**src/rtl/fws_pkg.sv**
```systemverilog
package fws_pkg;
  localparam int ADDR_W     = 12;
  localparam int DATA_W     = 16;
  localparam int PAGE_OFS_W = 7;
  localparam int CFG_W      = 16;
  localparam int RAND_W     = 4;
  localparam int PGW_W      = 4;
  localparam int OTPW_W     = 5;
  localparam int RAND_LSB   = 0;
  localparam int PGW_LSB    = 8;
  localparam int OTPW_LSB   = 0;
  localparam int CNT_W      = (OTPW_W > RAND_W) ?
                              ((OTPW_W > PGW_W) ? OTPW_W : PGW_W) :
                              ((RAND_W > PGW_W) ? RAND_W : PGW_W);

  typedef enum logic {SEL_BANK = 1'b0, SEL_OTP = 1'b1} cfg_sel_e;

  // Content of the modelled array, derived from the address.
  function automatic logic [DATA_W-1:0] fws_word(logic [ADDR_W-1:0] a, logic otp);
    logic [31:0] prod;
    prod = 32'(a) * 32'h0000_9E37;
    return prod[DATA_W-1:0] ^ DATA_W'(16'h5A5A) ^ {DATA_W{otp}};
  endfunction
endpackage

```
**src/rtl/fws_cfg_regs.sv**
```systemverilog
module fws_cfg_regs
  import fws_pkg::*;
#(
  parameter int P_RAND_W = RAND_W,
  parameter int P_PGW_W  = PGW_W,
  parameter int P_OTPW_W = OTPW_W,
  parameter int P_CFG_W  = CFG_W
) (
  input  logic                clk,
  input  logic                rst_n,
  input  logic                cfg_wr,
  input  logic                cfg_sel,
  input  logic [P_CFG_W-1:0]  cfg_wdata,
  output logic [P_RAND_W-1:0] rand_w,
  output logic [P_PGW_W-1:0]  page_w,
  output logic [P_OTPW_W-1:0] otp_w,
  output logic [P_CFG_W-1:0]  cfg_rdata
);
  always_ff @(posedge clk or negedge rst_n) begin
    if (!rst_n) begin
      rand_w <= '1;
      page_w <= '1;
      otp_w  <= '1;
    end else if (cfg_wr) begin
      if (cfg_sel == SEL_BANK) begin
        rand_w <= cfg_wdata[RAND_LSB +: P_RAND_W];
        page_w <= cfg_wdata[PGW_LSB +: P_PGW_W];
      end else begin
        otp_w  <= cfg_wdata[OTPW_LSB +: P_OTPW_W];
      end
    end
  end

  always_comb begin
    cfg_rdata = '0;
    if (cfg_sel == SEL_BANK) begin
      cfg_rdata[RAND_LSB +: P_RAND_W] = rand_w;
      cfg_rdata[PGW_LSB +: P_PGW_W]   = page_w;
    end else begin
      cfg_rdata[OTPW_LSB +: P_OTPW_W] = otp_w;
    end
  end
endmodule

```
**src/rtl/fws_page_track.sv**
```systemverilog
module fws_page_track #(
  parameter int P_ADDR_W = 12,
  parameter int P_OFS_W  = 7
) (
  input  logic                clk,
  input  logic                rst_n,
  input  logic                accept,
  input  logic                otp,
  input  logic [P_ADDR_W-1:0] addr,
  input  logic                clear,
  output logic                hit,
  output logic                valid
);
  localparam int TAG_W = P_ADDR_W - P_OFS_W;

  logic [TAG_W-1:0] last_tag;
  logic [TAG_W-1:0] cur_tag;

  assign cur_tag = addr[P_ADDR_W-1:P_OFS_W];
  assign hit     = valid && !otp && (cur_tag == last_tag);

  always_ff @(posedge clk or negedge rst_n) begin
    if (!rst_n) begin
      valid    <= 1'b0;
      last_tag <= '0;
    end else if (clear) begin
      valid    <= 1'b0;
    end else if (accept) begin
      if (otp) begin
        valid    <= 1'b0;
      end else begin
        valid    <= 1'b1;
        last_tag <= cur_tag;
      end
    end
  end
endmodule

```
**src/rtl/fws_timer.sv**
```systemverilog
module fws_timer #(
  parameter int P_CNT_W = 5
) (
  input  logic               clk,
  input  logic               rst_n,
  input  logic               start,
  input  logic [P_CNT_W-1:0] wait_n,
  output logic               busy,
  output logic               done
);
  logic [P_CNT_W-1:0] cnt;

  always_ff @(posedge clk or negedge rst_n) begin
    if (!rst_n) begin
      busy <= 1'b0;
      done <= 1'b0;
      cnt  <= '0;
    end else begin
      done <= 1'b0;
      if (start) begin
        if (wait_n == '0) begin
          done <= 1'b1;
        end else begin
          busy <= 1'b1;
          cnt  <= wait_n;
        end
      end else if (busy) begin
        if (cnt == P_CNT_W'(1)) begin
          busy <= 1'b0;
          done <= 1'b1;
        end
        cnt <= cnt - P_CNT_W'(1);
      end
    end
  end
endmodule

```
**src/rtl/fws_array_model.sv**
```systemverilog
module fws_array_model
  import fws_pkg::*;
(
  input  logic              clk,
  input  logic              rst_n,
  input  logic              rd_en,
  input  logic              otp,
  input  logic [ADDR_W-1:0] addr,
  output logic [DATA_W-1:0] rdata
);
  always_ff @(posedge clk or negedge rst_n) begin
    if (!rst_n)     rdata <= '0;
    else if (rd_en) rdata <= fws_word(addr, otp);
  end
endmodule

```
**src/rtl/flash_wait_ctrl.sv**
```systemverilog
module flash_wait_ctrl
  import fws_pkg::*;
(
  input  logic              clk,
  input  logic              rst_n,
  input  logic              req_valid,
  output logic              req_ready,
  input  logic              req_otp,
  input  logic [ADDR_W-1:0] req_addr,
  output logic              rsp_valid,
  output logic [DATA_W-1:0] rsp_data,
  input  logic              cfg_wr,
  input  logic              cfg_sel,
  input  logic [CFG_W-1:0]  cfg_wdata,
  output logic [CFG_W-1:0]  cfg_rdata
);
  logic [RAND_W-1:0] rand_w;
  logic [PGW_W-1:0]  page_w;
  logic [OTPW_W-1:0] otp_w;
  logic              accept;
  logic              trk_hit;
  logic              trk_valid;
  logic              busy;
  logic [CNT_W-1:0]  sel_wait;

  assign req_ready = !busy;
  assign accept    = req_valid && req_ready;

  always_comb begin
    if (req_otp)      sel_wait = CNT_W'(otp_w);
    else if (trk_hit) sel_wait = CNT_W'(page_w);
    else              sel_wait = CNT_W'(rand_w);
  end

  fws_cfg_regs u_regs (
    .clk(clk), .rst_n(rst_n), .cfg_wr(cfg_wr), .cfg_sel(cfg_sel),
    .cfg_wdata(cfg_wdata), .rand_w(rand_w), .page_w(page_w),
    .otp_w(otp_w), .cfg_rdata(cfg_rdata)
  );

  fws_page_track #(.P_ADDR_W(ADDR_W), .P_OFS_W(PAGE_OFS_W)) u_track (
    .clk(clk), .rst_n(rst_n), .accept(accept), .otp(req_otp),
    .addr(req_addr), .clear(cfg_wr), .hit(trk_hit), .valid(trk_valid)
  );

  fws_timer #(.P_CNT_W(CNT_W)) u_timer (
    .clk(clk), .rst_n(rst_n), .start(accept), .wait_n(sel_wait),
    .busy(busy), .done(rsp_valid)
  );

  fws_array_model u_array (
    .clk(clk), .rst_n(rst_n), .rd_en(accept), .otp(req_otp),
    .addr(req_addr), .rdata(rsp_data)
  );
endmodule

```
**config.mk**
```make
export PLATFORM = sky130hd
export DESIGN_NAME = flash_wait_ctrl
export DESIGN_NICKNAME = d
export VERILOG_FILES = /design/src/rtl/fws_pkg.sv /design/src/rtl/fws_cfg_regs.sv /design/src/rtl/fws_page_track.sv /design/src/rtl/fws_timer.sv /design/src/rtl/fws_array_model.sv /design/src/rtl/flash_wait_ctrl.sv
export SDC_FILE = /design/constraint.sdc
export NUM_CORES = 1
export LEC_CHECK = 0
export ABC_AREA = 1
export BUFFER_PORTS_ARGS = -buffer_cell sky130_fd_sc_hd__buf_2
export CORE_UTILIZATION = 50
export DETAILED_ROUTE_END_ITERATION = 10
export GPL_TIMING_DRIVEN = 1
export PLACE_DENSITY = 0.68
export REMOVE_ABC_BUFFERS = 1
export SYNTH_ARGS = -nofsm -noshare
export SYNTH_HDL_FRONTEND = slang
export SYNTH_SLANG_ARGS = --single-unit
export TNS_END_PERCENT = 30
```
**constraint.sdc**
```tcl
create_clock -name clk -period 4.1 [get_ports clk]
set_input_delay 0.205 -clock clk [delete_from_list [all_inputs] [get_ports clk]]
set_output_delay 0.205 -clock clk [all_outputs]
set_load 0.02 [all_outputs]
```
==> results.ini <==
[power]
switching_share=0.476
p_leak_nw=2.88
p_comb_frac=0.742
switching_power_mw=1.72
seqPwrFrac=0.185
clkPwrFrac=0.073
p_per_area_nw_per_um2=696
p_int_mw=1.90
ir_worst_vdd_v=0.000386

[finish]
diodes=0
areaGrowthSynthToFinish_pct=17.3
fillers=772
fin_util=0.603
nNetsFinal=744
final_area_um2=5200
drive_gt1_frac=0.239
regArea_um2=1070
multi_input_area_um2=2890

[placement]
portBuffers=53
dpl.hpwl_um=7550
post-place-ws_ns=-0.425
globalplace.congestion=0.843
placed_cell_area_um2=5050

[clocking]
hold_buffers=0
cts_root_buf=clkbuf_8
htree_levels=2
clkSlewWorstSetupHoldPaths_ns=0.09
clk_latency_ns=0.29
tritoncts=done
cts_sinks=42
clockBufferDepth=2
cts_made_buffers=5

[sta]
hold_violations=0
worstMarginPinSlew_ns=0.921
slew-limit-headroom=0.386
setup_violations=0
fin_worst_skew_ns=0.00733
slew_violations=0
max_freq_mhz=255
fin_crit_sh=0.955
fin_ws_ns=0.186
whs_ns=0.0413
fin_crit_ns=3.91

[worst_setup_path]
cp-start-kind=input port
required_ns=4.29
cp_max_fo=3
crit_arrival_ns=4.11
cpPeakStageDelay_ns=0.56
slowest_stage=fa_1
end_kind=register
rrSetupSlack_ns=2.03
crit_type=input port to register
cp_cell_sequence=buf_2 -> fa_1 -> inv_2 -> fa_1 -> inv_1 -> fa_1 -> fa_1 -> inv_1 -> fa_1 -> inv_1 -> ha_1 -> inv_1 -> o21ai_1 -> a221oi_2 -> nand3_1 -> inv_1 -> nand2_1 -> nand3_1 -> nand2_1

[synth]
synth_common_cells=121 x inv_1, 97 x nand2_1, 50 x ha_1, 41 x fa_1, 33 x o21ai_0
yosys.area_share.simple=0.178
yosys-top-cells-area=fa_1 18%, dfrtp_1 16%, ha_1 14%, inv_1 10%, nand2_1 8.2%
yosysSeqAreaShare=0.240
ys_async_sr_fraction=1.00
ys_seq_elements=42
synth_area_per_cell_um2=8.34
synthAdderAreaFrac=0.326
synth_enable_flop_cells=0
synthXorXnorAreaFrac=0.0592
yosysUniqueCellTypes=35
ys.flop_type=dfrtp_1
yosysTopAreaCell=fa_1
muxShareOfSynthArea=0.00254
syn_inst=532
synth_compound_area_frac=0.0660
netlist_area_um2=4440
synth_top_area_share=0.185
yosys_warnings=0
synth.most_common_cell=inv_1
synth_top_family_by_area=adder cells

[floorplan]
die_w_um=96.2
io_pins=68
dieHeight_um=96.2
die_area_um2=9260
rows=34
start_util=0.514
core_area_um2=8640

[global_route]
antenna_found_initial=0
grt_pass1_vias=3326
grt_overflow=0
grt_pass1_wl_um=15000
grt_max_degree=43
grt_use_total=0.210

[run_status]
outcome=finished clean

[routing]
routedWlPerCell_um=12.5
dr.pass1.iters=4
dr.first_iter.drc_count=101
routed_wirelength_um=9090
postRouteAntennaNets=0
num_vias=3442
drc_errors=0
via_per_inst=4.73

[hold_path]
hp-class=input port to asynchronous set/reset pin

[flow_run]
maxCapViolCount=0

-- final timing paths --
kind                                                   endpoint  cells past startpoint                         start
worst min register to register     u_array.rdata[7]$_DFFE_PN0P_                      2  u_array.rdata[7]$_DFFE_PN0P_
max in group asynchronous          u_array.rdata[5]$_DFFE_PN0P_                      1                         rst_n
worst max-delay path              u_array.rdata[15]$_DFFE_PN0P_                     19                  req_addr[11]
worst max register to register  u_track.last_tag[0]$_DFFE_PN0P_                      7      u_timer.busy$_DFFE_PN0N_
worst min-delay path                 u_timer.cnt[4]$_DFFE_PN0P_                      1                         rst_n
min in group clk                   u_regs.page_w[1]$_DFFE_PN1P_                      3                  cfg_wdata[9]
-- final cells by class --
type | instances | share of cell area
tap | 108 | 0.0260
inverter | 124 | 0.0894
clock buffer | 5 | 0.0132
clock inverter | 3 | 0.00313
multi-input combinational | 354 | 0.556
sequential | 42 | 0.205
timing repair buffer | 92 | 0.107
-- metrics by stage --
stage	power, mW	instances	TNS, ns
global placement	3.15	719	-1.06
detailed placement	3.21	719	-1.36
CTS	3.55	727	0
finish	3.62	728	0
global route	4.06	728	-0.00107
floorplan	2.41	520	-0.158
-- placed cells by master, fill, tap and decap left out, types with 2 or more instances in the layout --
master / instances
nand4_1: 5
a31oi_1: 2
dfstp_2: 13
clkbuf_8: 5
ha_1: 47
nand3_2: 2
conb_1: 7
nor2_4: 2
nand2_1: 96
buf_2: 53
buf_4: 39
nand2_2: 7
inv_2: 7
o21ai_1: 7
nand3b_1: 2
xnor2_1: 11
nor2_2: 2
inv_1: 117
nand3_1: 25
a21oi_1: 11
nand2_4: 4
ha_4: 3
xor2_1: 19
a21oi_2: 3
nor2_1: 16
dfrtp_1: 29
fa_1: 40
o21ai_0: 32
-- power groups by stage --
stage          logic [mW]  clock network, mW  registers (mW)
3_3_place_gp         2.48                  0           0.670
3_5_place_dp         2.54                  0           0.677
5_1_grt              3.08              0.288           0.691
6_report             2.69              0.266           0.669
4_1_cts              2.60              0.274           0.669
2_1_floorplan        1.65                  0           0.760
-- per-layer routing --
| metal | up-vias | GRT usage | routed length (µm) |
|---|---|---|---|
| met2 | 56 | 0.359 | 4460 |
| met3 | 4 | 0.0308 | 244 |
| met1 | 1600 | 0.285 | 4320 |
| li1 | 1782 | - | - |
| met4 | 0 | 0.0373 | 68 |
| met5 | - | 0 | 0 |
-- logic make-up after synthesis --
| family | count (synthesis) |
|---|---|
| xor+xnor | 30 |
| mux | 1 |
| buf+inv | 142 |
| compound gates | 57 |
| simple gates | 168 |
| fa+ha+maj | 91 |
| flops | 42 |
| other cells | 1 |
-- sequential cells by signal, indices dropped and copies added, names as in the netlist --
signal / cells
u_array.rdata: 16
u_regs.otp_w: 5
u_timer.cnt: 5
u_track.last_tag: 5
u_regs.page_w: 4
u_regs.rand_w: 4
u_timer.busy: 1
u_timer.done: 1
u_track.valid: 1
-- timing repair --
item / in CTS / in global routing
buffers inserted: 0 / 1
setup endpoints to repair: 2 / 4
cloned: 0 / 0
gates resized for setup: 3 / 12
pin swaps: 1 / 14
-- worst max-delay path, delay by kind of cell --
family          cells  cell delay [ns]
buf+inv             7             0.50
fa+ha+maj           6             2.76
simple gates        4             0.31
compound gates      2             0.32
Power figures use the tool's default switching activity.
